## config.mk

```make
export PLATFORM = sky130hd
export DESIGN_NAME = tmr_block
export DESIGN_NICKNAME = d
export VERILOG_FILES = /design/src/rtl/tmr_pkg.sv /design/src/rtl/tmr_decode.sv /design/src/rtl/tmr_prescaler.sv /design/src/rtl/tmr_channel.sv /design/src/rtl/tmr_block.sv
export SDC_FILE = /design/constraint.sdc
export NUM_CORES = 1
export LEC_CHECK = 0
export ABC_CLOCK_PERIOD_IN_PS = 3800
export BUFFER_PORTS_ARGS = -buffer_cell sky130_fd_sc_hd__clkbuf_2
export CAP_MARGIN = 5
export CORE_MARGIN = 2
export CORE_UTILIZATION = 40
export DETAILED_ROUTE_END_ITERATION = 7
export PLACE_DENSITY_LB_ADDON = 0.15
export SYNTH_ARGS = -nofsm -noshare
export SYNTH_HDL_FRONTEND = slang
export SYNTH_SLANG_ARGS = --single-unit
```

## constraint.sdc

```tcl
create_clock -name clk -period 3.8 [get_ports clk]
set_input_delay 1.14 -clock clk [delete_from_list [all_inputs] [get_ports clk]]
set_output_delay 1.14 -clock clk [all_outputs]
set_load 0.01 [all_outputs]
```

## src/rtl/tmr_pkg.sv

```systemverilog
// Shared constants, control-word type and helper functions for the timer.
// Assumes a 32-bit data path with four byte lanes.
package tmr_pkg;
    localparam int DATA_W    = 32;
    localparam int LANES     = DATA_W / 8;
    localparam int CTRL_W    = 16;
    localparam int RUN_W     = 8;
    localparam int DIV_W     = 3;
    localparam int MAX_CODE  = 4;
    localparam int PRE_W     = 2 * MAX_CODE + 2;   // holds 1024-1
    localparam int IE_BIT    = 5;
    localparam int UF_BIT    = 8;

    typedef struct packed {
        logic             uf;
        logic             ie;
        logic [DIV_W-1:0] div;
    } ctrl_t;

    // Merge enabled byte lanes of new data into an old register value.
    function automatic logic [DATA_W-1:0] merge_lanes(
        input logic [DATA_W-1:0] old_v,
        input logic [DATA_W-1:0] new_v,
        input logic [LANES-1:0]  be
    );
        logic [DATA_W-1:0] r;
        r = old_v;
        for (int k = 0; k < LANES; k++) begin
            if (be[k]) r[k*8 +: 8] = new_v[k*8 +: 8];
        end
        return r;
    endfunction

    // Place control fields at their bit positions, other bits zero.
    function automatic logic [CTRL_W-1:0] ctrl_image(input ctrl_t c);
        logic [CTRL_W-1:0] r;
        r = '0;
        r[DIV_W-1:0] = c.div;
        r[IE_BIT]    = c.ie;
        r[UF_BIT]    = c.uf;
        return r;
    endfunction
endpackage

```

## src/rtl/tmr_decode.sv

```systemverilog
// Address decoder: turns a byte offset into one-hot register selects.
// Assumes offsets are compared exactly; ALT_MAP moves the whole map down.
module tmr_decode #(
    parameter int NUM_CH  = 3,
    parameter int ALT_MAP = 0,
    parameter int ADDR_W  = 6
) (
    input  logic [ADDR_W-1:0] addr,
    output logic              run_hit,
    output logic [NUM_CH-1:0] rld_hit,
    output logic [NUM_CH-1:0] cnt_hit,
    output logic [NUM_CH-1:0] ctl_hit,
    output logic              any_hit
);
    localparam int RUN_OFS = (ALT_MAP != 0) ? 2 : 4;
    localparam int CH0_OFS = (ALT_MAP != 0) ? 4 : 8;
    localparam int STRIDE  = 12;
    localparam int RLD_REL = 0;
    localparam int CNT_REL = 4;
    localparam int CTL_REL = 8;

    // Shared run register select.
    assign run_hit = (addr == ADDR_W'(RUN_OFS));

    for (genvar n = 0; n < NUM_CH; n++) begin : g_ch
        localparam int BASE = CH0_OFS + n * STRIDE;
        assign rld_hit[n] = (addr == ADDR_W'(BASE + RLD_REL));
        assign cnt_hit[n] = (addr == ADDR_W'(BASE + CNT_REL));
        assign ctl_hit[n] = (addr == ADDR_W'(BASE + CTL_REL));
    end

    // Any mapped register selected.
    assign any_hit = run_hit | (|rld_hit) | (|cnt_hit) | (|ctl_hit);
endmodule

```

## src/rtl/tmr_prescaler.sv

```systemverilog
// Per-channel clock divider: emits one-cycle ticks every 4^(code+1) clocks.
// Assumes codes above MAX_CODE are invalid and must stay silent; the
// divider phase returns to zero whenever run is low.
module tmr_prescaler
    import tmr_pkg::*;
(
    input  logic             clk,
    input  logic             rst_n,
    input  logic             run,
    input  logic [DIV_W-1:0] div_code,
    output logic             tick
);
    logic [PRE_W-1:0] pre_q;
    logic [PRE_W-1:0] limit;
    logic             code_ok;

    // Terminal count for the selected divisor.
    always_comb begin
        code_ok = (int'(div_code) <= MAX_CODE);
        limit   = PRE_W'((32'd4 << (32'(div_code) * 2)) - 32'd1);
    end

    assign tick = run && code_ok && (pre_q >= limit);

    // Phase counter, cleared on reset, stop and terminal count.
    always_ff @(posedge clk) begin
        if (!rst_n || !run) pre_q <= '0;
        else if (tick)      pre_q <= '0;
        else if (code_ok)   pre_q <= pre_q + 1'b1;
    end

    p_bad_code_silent_r5: assert property (@(posedge clk) disable iff (!rst_n)
        (int'(div_code) > MAX_CODE) |-> !tick);
endmodule

```

## src/rtl/tmr_channel.sv

```systemverilog
// One timer channel: reload, down-counter, control word and interrupt.
// Assumes write strobes are already decoded for this channel.
module tmr_channel
    import tmr_pkg::*;
(
    input  logic              clk,
    input  logic              rst_n,
    input  logic              run,
    input  logic [DATA_W-1:0] wdata,
    input  logic [LANES-1:0]  byte_en,
    input  logic              wr_rld,
    input  logic              wr_cnt,
    input  logic              wr_ctl,
    output logic [DATA_W-1:0] reload_o,
    output logic [DATA_W-1:0] count_o,
    output logic [CTRL_W-1:0] ctrl_o,
    output logic              irq_o
);
    logic [DATA_W-1:0] reload_q;
    logic [DATA_W-1:0] count_q;
    ctrl_t             ctl_q;
    logic              tick;
    logic              underflow;
    logic              clear_req;

    tmr_prescaler u_pre (
        .clk      (clk),
        .rst_n    (rst_n),
        .run      (run),
        .div_code (ctl_q.div),
        .tick     (tick)
    );

    assign underflow = tick && (count_q == '0);
    assign clear_req = wr_ctl && byte_en[1] && !wdata[UF_BIT];

    // Reload register, byte-lane writable.
    always_ff @(posedge clk) begin
        if (!rst_n)      reload_q <= '0;
        else if (wr_rld) reload_q <= merge_lanes(reload_q, wdata, byte_en);
    end

    // Counter: a register write wins, otherwise decrement or reload on tick.
    always_ff @(posedge clk) begin
        if (!rst_n)         count_q <= '0;
        else if (wr_cnt)    count_q <= merge_lanes(count_q, wdata, byte_en);
        else if (underflow) count_q <= reload_q;
        else if (tick)      count_q <= count_q - 1'b1;
    end

    // Divisor select and interrupt enable from lane 0.
    always_ff @(posedge clk) begin
        if (!rst_n) begin
            ctl_q.div <= '0;
            ctl_q.ie  <= 1'b0;
        end else if (wr_ctl && byte_en[0]) begin
            ctl_q.div <= wdata[DIV_W-1:0];
            ctl_q.ie  <= wdata[IE_BIT];
        end
    end

    // Sticky underflow flag: a new underflow beats a clearing write.
    always_ff @(posedge clk) begin
        if (!rst_n)         ctl_q.uf <= 1'b0;
        else if (underflow) ctl_q.uf <= 1'b1;
        else if (clear_req) ctl_q.uf <= 1'b0;
    end

    assign reload_o = reload_q;
    assign count_o  = count_q;
    assign ctrl_o   = ctrl_image(ctl_q);
    assign irq_o    = ctl_q.uf & ctl_q.ie;

    p_stopped_hold_r3: assert property (@(posedge clk) disable iff (!rst_n)
        (!run && !wr_cnt) |=> (count_q == $past(count_q)));
    p_decrement_r4: assert property (@(posedge clk) disable iff (!rst_n)
        (tick && count_q != '0 && !wr_cnt) |=> (count_q == $past(count_q) - 32'd1));
    p_reload_r6: assert property (@(posedge clk) disable iff (!rst_n)
        (tick && count_q == '0 && !wr_cnt) |=> (count_q == $past(reload_q) && ctl_q.uf));
    p_uf_sticky_r7: assert property (@(posedge clk) disable iff (!rst_n)
        (ctl_q.uf && !clear_req) |=> ctl_q.uf);
    p_write_wins_r9: assert property (@(posedge clk) disable iff (!rst_n)
        (wr_cnt && byte_en == '1) |=> (count_q == $past(wdata)));
endmodule

```

## src/rtl/tmr_block.sv

```systemverilog
// Timer top: shared run register, NUM_CH channels, registered read mux.
// Assumes NUM_CH is 2 or 3 and rdata is consumed one clock after addr.
module tmr_block
    import tmr_pkg::*;
#(
    parameter int NUM_CH  = 3,
    parameter int ALT_MAP = 0,
    parameter int ADDR_W  = 6
) (
    input  logic              clk,
    input  logic              rst_n,
    input  logic [ADDR_W-1:0] addr,
    input  logic              wr_en,
    input  logic [3:0]        byte_en,
    input  logic [31:0]       wdata,
    output logic [31:0]       rdata,
    output logic [NUM_CH-1:0] irq
);
    logic                           run_hit, any_hit;
    logic [NUM_CH-1:0]              rld_hit, cnt_hit, ctl_hit;
    logic [NUM_CH-1:0]              run_q;
    logic [NUM_CH-1:0][DATA_W-1:0]  ch_reload, ch_count;
    logic [NUM_CH-1:0][CTRL_W-1:0]  ch_ctrl;
    logic [DATA_W-1:0]              rd_next;

    tmr_decode #(.NUM_CH(NUM_CH), .ALT_MAP(ALT_MAP), .ADDR_W(ADDR_W)) u_dec (
        .addr    (addr),
        .run_hit (run_hit),
        .rld_hit (rld_hit),
        .cnt_hit (cnt_hit),
        .ctl_hit (ctl_hit),
        .any_hit (any_hit)
    );

    // Shared run bits, written through lane 0.
    always_ff @(posedge clk) begin
        if (!rst_n)                           run_q <= '0;
        else if (wr_en && run_hit && byte_en[0]) run_q <= wdata[NUM_CH-1:0];
    end

    for (genvar n = 0; n < NUM_CH; n++) begin : g_ch
        tmr_channel u_ch (
            .clk      (clk),
            .rst_n    (rst_n),
            .run      (run_q[n]),
            .wdata    (wdata),
            .byte_en  (byte_en),
            .wr_rld   (wr_en && rld_hit[n]),
            .wr_cnt   (wr_en && cnt_hit[n]),
            .wr_ctl   (wr_en && ctl_hit[n]),
            .reload_o (ch_reload[n]),
            .count_o  (ch_count[n]),
            .ctrl_o   (ch_ctrl[n]),
            .irq_o    (irq[n])
        );
    end

    // Select read data for the addressed register, zero if unmapped.
    always_comb begin
        rd_next = '0;
        if (run_hit) rd_next = DATA_W'(run_q);
        for (int n = 0; n < NUM_CH; n++) begin
            if (rld_hit[n]) rd_next = ch_reload[n];
            if (cnt_hit[n]) rd_next = ch_count[n];
            if (ctl_hit[n]) rd_next = DATA_W'(ch_ctrl[n]);
        end
    end

    // Registered read port.
    always_ff @(posedge clk) begin
        if (!rst_n) rdata <= '0;
        else        rdata <= rd_next;
    end

    p_unmapped_zero_r2: assert property (@(posedge clk) disable iff (!rst_n)
        !any_hit |=> (rdata == '0));
    p_run_hold_r3: assert property (@(posedge clk) disable iff (!rst_n)
        !(wr_en && run_hit) |=> (run_q == $past(run_q)));
endmodule

```

==> flow_summary.toml, run 1 <==
[grt]
grt-ovfl-total = 0
met1_usage_pct = 41.6
grt_max_degree = 86
grtUsageMet2_pct = 40.6
grt_first_pass_wirelength_um = 82900
top_usage_layer = "met1"
grt_use_met3_pct = 4.53
antenna_found_initial = 0
grt_pass1_vias = 13500
gr-usage-all-layers_pct = 28.0

[timing]
clock_skew_ns = 0.0213
period_minus_slack_ns = 3.12
whs_ns = 0.480
slew_headroom_pct = 47.1
rsz0062_at_grt = "no"
finalSetupViolCount = 0
period_share_pct = 82.2
tightest_slew_ns = 0.790
hold_viol_final = 0
setup_ws_ns = 0.677
setup_tns_ns = 0
finalMaxSlewViolations = 0
clock.fmax_mhz = 320

[floorplanning]
fp.dieArea_mm2 = 0.0379
rows = 69
die_h_um = 195
io_pins = 80
core_area_mm2 = 0.0357
start_util_pct = 40.8
die_x_um = 195

[drt]
initialDrtViolationCount = 1739
wl_per_cell_um = 22.2
avgViaCountPerCell = 6.12
routed_wl_um = 53700
dr.pass1.iters = 7
post-route-drc-count = 0
vias = 14800
postRouteAntennaNets = 0

[run_status]
status = "completed"

[pwr]
p_sw_share_pct = 24.7
clkPwrFrac_pct = 51.1
seqPwrFrac_pct = 43.2
p_comb_share_pct = 5.7
power.density_mw_per_mm2 = 396
leakage_nw = 6.31
p_sw_mw = 1.64
irDropWorstVdd_mv = 0.270
power_mw = 6.63
cell_internal_pwr_mw = 4.99

[final_layout]
fin_cells = 2425
final_common_cell = "nand2_1"
drive_above_1_share_pct = 11.9
insertedDiodeCount = 0
area_growth_syn_to_layout_pct = 15.1
fillers = 3557
final_cell_mix = "nand2_1, dfxtp_1, a21oi_1"
finalNetCount = 2013

[clock_network]
htree_levels = 2
cts.reportedPaths.clkPinSlew_ns = 0.06
cts.sinks = 272
clk_latency_ns = 0.55
root_buffer = "clkbuf_16"
post_cts_buffers = 0
clock_path_buffers = 3
cts_hold_buf = 0
tritoncts = "built"
cts_resized = 0
cts-buffers-inserted = 35

[placed_design]
dpl.hpwl_um = 40000
io_buffers = 79
pre_cts_ws_ns = 0.286
place.gp.congestion = 0.921
dp.cells = 2362

[setup_path]
setup.worst_path.start_class = "register"
crit_type = "reg -> reg"
cp.required_ns = 4.20
path_max_fanout = 28
r2r_slack_ns = 0.68
worst_r2r_startpoint = "g_ch[2].u_ch.ctrl_o[2]"
crit_start = "g_ch[2].u_ch.ctrl_o[2]"
cp-end-kind = "register"
crit_arrival_ns = 3.52

[synth]
synth_warnings = 0
syn_nets = 1948
ys.flop_type = "dfxtp_1"
yosys_register_bits = 272
synthArstFlopShare_pct = 0
ys_types = 69
netlist_area_mm2 = 0.0145
avgSynthCellArea_um2 = 7.77
synth_cells = 1873
synth-edff-count = 0
ys_seq_area_share_pct = 37.4

[run]
drv_cap = 0

[hold_path]
hp-class = "reg -> reg"
min-delay-start = "g_ch[2].u_ch.ctrl_o[5]"
## critical path: stages (launching register included)
cell	delay [ns]
dfxtp_1	0.49
inv_1	0.11
ha_1	0.31
a211oi_1	0.24
nand2_1	0.11
nor3_1	0.45
or3_1	0.36
buf_4	0.37
nand2_1	0.22
o21ai_0	0.22
a21oi_1	0.09
## Yosys cell counts (4+ instances only)
library cell    n  area (um2)
mux2i_1        26         260
a31oi_1        29         181
and3_1         19         119
inv_1          18        67.6
a221oi_1        5        43.8
a32oi_1         5        43.8
o221ai_1       14         123
o22ai_1         6        37.5
ha_1           30         375
mux2_2          5        56.3
buf_4           4        30.0
o21ai_1        12        60.1
a21o_1          9        67.6
buf_2           7        35.0
a22oi_1        14         105
or3_1          17         106
xnor2_1        34         298
a21oi_1       227        1140
nand2b_1        9        56.3
nor4b_1         5        43.8
nand4b_1        4        35.0
a211oi_1       11        82.6
nor3_1         36         180
o31ai_1         4        30.0
or4_1          14         105
o21a_1          6        45.0
o211ai_1       51         383
nor2b_1         4        25.0
clkbuf_1       97         364
and4_1          4        35.0
nor2_1        144         541
nand4_1        11        68.8
a222oi_1       55         551
a32o_1          7        70.1
nand3_1        56         280
a2bb2oi_1       4        35.0
nand2_1       366        1370
or2_2           8        50.1
and2_1         12        75.1
o21ai_0        86         430
dfxtp_1       272        5450
nor4_1         23         144
xor2_1         60         526
a311oi_1        4        35.0
## state kept, by name, summed over array words and instances (netlist names)
register               flops
g_ch.u_ch.count_o         96
g_ch.u_ch.reload_o        96
rdata                     32
g_ch.u_ch.u_pre.pre_q     30
g_ch.u_ch.ctrl_o          15
run_q                      3
## cells by family after synthesis
| group | count (synthesis) | share of synthesized area (%) |
|---|---|---|
| AND/OR/NAND/NOR | 749 | 23.6 |
| AO/OA/AOI/OAI | 566 | 24.9 |
| flip-flops | 272 | 37.4 |
| buffers and inverters | 131 | 3.70 |
| XOR/XNOR | 94 | 5.66 |
| multiplexers | 31 | 2.18 |
| adder cells (fa/ha/maj) | 30 | 2.58 |
## worst paths after layout
| path | cells past startpoint | to |
|---|---|---|
| worst max-delay path | 10 | g_ch[2].u_ch.count_o[31] |
| worst min-delay path | 2 | rdata[5] |
| worst max register to register | 10 | g_ch[2].u_ch.count_o[31] |
| worst min register to register | 2 | rdata[5] |
## metrics by stage
stage,cell area [um2],util [%]
floorplan,14500,-
global placement,15600,43.7
detailed placement,15600,43.7
CTS,16700,47.0
global route,16700,47.0
finish,16700,47.0
## layout make-up
cell class | count | area, um2 | share of cell area, %
multi-input combinational | 1470 | 8590 | 51.3
sequential | 272 | 5450 | 32.5
clock buffer | 48 | 1020 | 6.07
timing repair buffer | 141 | 898 | 5.37
tap | 461 | 577 | 3.44
clock inverter | 15 | 146 | 0.874
inverter | 18 | 70.1 | 0.418
## power groups by stage
stage | Combinational [mW] | Clock, mW | Sequential (mW)
after floorplan | 0.207 | 0 | 2.93
after global placement | 0.368 | 0 | 2.93
after detailed placement | 0.369 | 0 | 2.93
after CTS | 0.370 | 3.43 | 2.87
after global routing | 0.405 | 3.53 | 2.87
final | 0.379 | 3.39 | 2.87
## routing by layer
metal	routed length, um	vias up
met4	1590	0
met3	4410	93
li1	-	7005
met2	22600	667
met1	25100	7067
met5	0	-
Note: power is estimated with default switching activity, not from simulation.
==> run 2, diff against run 1 <==
- ABC_AREA: unset -> 1
- ABC_CLOCK_PERIOD_IN_PS: 3800 -> 3050
- clock period: 3.8 -> 3.05 ns (I/O delays scaled with it)
==> run 2 against run 1 <==
Against the previous run:
- flip-flop and latch count unchanged
- final area up 11%
- area after synthesis up 13%
- count of clock-buffer cells in the layout up 4
- combinational power up 42%
- final cell count up 33%
- largest power group unchanged
- via count up 19%
- sequential share of layout area down 3.2 points
- clock skew up 0.0098 ns
- critical path depth up 1
- core utilization down 1.2 points
==> flow_summary.toml, run 2 <==
[run_status]
status = "completed"

[pwr]
power.density_mw_per_mm2 = 454
leakage_nw = 8.62
p_sw_share_pct = 25.1
p_comb_share_pct = 6.4
seqPwrFrac_pct = 42.4
clkPwrFrac_pct = 51.3
irDropWorstVdd_mv = 0.381
p_sw_mw = 2.12
cell_internal_pwr_mw = 6.33

[placed_design]
place.gp.congestion = 0.933
dp.cells = 3156
place_area_mm2 = 0.0174
io_buffers = 79
dpl.hpwl_um = 46000

[synth]
synth_xor_xnor_area_share_pct = 3.36
synth_compound_gate_area_share_pct = 18.2
ys.flop_type = "dfxtp_1"
synth_warnings = 0
synth-edff-count = 0
yosysMostFrequentCell = "nand2_1"
netlist_area_mm2 = 0.0164
avgSynthCellArea_um2 = 6.29
synthAdderAreaFrac_pct = 2.29
syn_nets = 2684
synth_area_leader_cell = "dfxtp_1"
synth_cells = 2609
synthTopCellsByCount = "nand2_1, a21oi_1, nor2_1"
muxShareOfSynthArea_pct = 0
ys_seq_area_share_pct = 33.2
synthArstFlopShare_pct = 0
yosys.area_share.simple_pct = 35.0
synth_top_family_by_area = "simple AND/OR/NAND/NOR gates"
synth_top_area_share_pct = 33.2
ys_types = 38
yosys_register_bits = 272
synth_area_leaders = "dfxtp_1, nand2_1, a21oi_1, nor2_1, o21ai_0"

[clock_network]
post_cts_buffers = 0
cts_hold_buf = 0
root_buffer = "clkbuf_16"
clock_path_buffers = 3
clk_latency_ns = 0.57
cts_resized = 0
cts-buffers-inserted = 35
cts.sinks = 272
htree_levels = 2
tritoncts = "built"
cts.reportedPaths.clkPinSlew_ns = 0.06

[timing]
clock_skew_ns = 0.0312
hold_viol_final = 0
finalMaxSlewViolations = 0
finalSetupViolCount = 0
setup_tns_ns = 0
clock.fmax_mhz = 356
slew_headroom_pct = 64.2
tightest_slew_ns = 0.537
period_share_pct = 92.2
period_minus_slack_ns = 2.81
rsz0062_at_grt = "no"

[grt]
grt_first_pass_wirelength_um = 94500
grt_max_degree = 60
gr-usage-all-layers_pct = 28.7
grt_pass1_vias = 16600
antenna_found_initial = 0
grt-ovfl-total = 0

[setup_path]
cp-end-kind = "register"
r2r_slack_ns = 0.24
path_max_fanout = 40
crit_type = "reg -> reg"
setup.worst_path.start_class = "register"
rr_worst_depth = 11
cp.required_ns = 3.47
crit_arrival_ns = 3.23

[drt]
avgViaCountPerCell = 5.50
routed_wl_um = 61000
post-route-drc-count = 0
initialDrtViolationCount = 1625
dr.pass1.iters = 6
postRouteAntennaNets = 0
vias = 17700
wl_per_cell_um = 18.9

[final_layout]
final_cell_mix = "nand2_1, a21oi_1, nor2_1"
insertedDiodeCount = 0
drive_above_1_share_pct = 8.75
fin_area_mm2 = 0.0186
final_core_util_pct = 45.7
final_common_cell = "nand2_1"
fin_cells = 3219
finalNetCount = 2736
area_growth_syn_to_layout_pct = 13.2

[floorplanning]
die_h_um = 207
fp.dieArea_mm2 = 0.0427
io_pins = 80
start_util_pct = 40.4
core_area_mm2 = 0.0406
rows = 74
die_x_um = 207

[run]
drv_cap = 0

[hold_path]
whs_path_depth = 2
hp-class = "reg -> reg"
run 2: worst paths after layout:
path | start | end
setup / recovery | g_ch[1].u_ch.count_o[0] | g_ch[1].u_ch.count_o[19]
hold / removal | g_ch[2].u_ch.count_o[0] | g_ch[2].u_ch.count_o[0]
setup reg to reg | g_ch[1].u_ch.count_o[0] | g_ch[1].u_ch.count_o[19]
hold reg to reg | g_ch[2].u_ch.count_o[0] | g_ch[2].u_ch.count_o[0]
run 2: final cells by class:
class                   count  area, um2
multi-input cells        2013       9660
well taps                 532        666
clock inverters            11        159
flip-flops and latches    272       5450
inverters                 206        773
clock buffers              52       1030
repair buffers            133        853
fillers                  4353      22100
run 2: per-layer routing:
metal	GRT usage [%]	wire length, um	up-vias	part of all wire, %
li1	-	-	8780	-
met1	38.2	27100	8193	44
met2	46.1	27600	618	45
met3	3.34	3450	126	5.7
met4	14.1	2810	0	4.6
met5	0	0	-	0
run 2: cell families (layout without fill, tap and decap cells):
group,after synthesis,count (layout)
fa+ha+maj,30,30
flops,272,272
xor+xnor,63,63
buf+inv,324,402
simple gates,1344,1344
compound gates,576,576
run 2: metrics by stage:
stage               power (mW)  hold WS (ns)  setup slack (ns)
floorplan                 3.97         0.444             0.814
global placement          4.18         0.455             0.176
detailed placement        4.18         0.461             0.142
CTS                       8.52         0.469             0.341
global route              8.69         0.483            0.0287
finish                    8.44         0.469             0.239
run 2: power groups by stage:
stage	clock, mW	sequential (mW)	combinational, mW
after global routing	4.53	3.58	0.587
after floorplan	0	3.65	0.318
after global placement	0	3.65	0.527
after CTS	4.41	3.58	0.531
final	4.33	3.58	0.538
after detailed placement	0	3.65	0.529
run 2: worst max-delay path, stage by stage (launching register included):
cell and delay [ns]:
dfxtp_1 0.32, inv_1 0.09, ha_1 0.33, nand2_2 0.16, nor2_4 0.21, nand2_1 0.12
nor2_4 0.39, nand3_4 0.51, nand2_1 0.28, nand3_1 0.09, nand2_1 0.08, a21oi_1 0.06
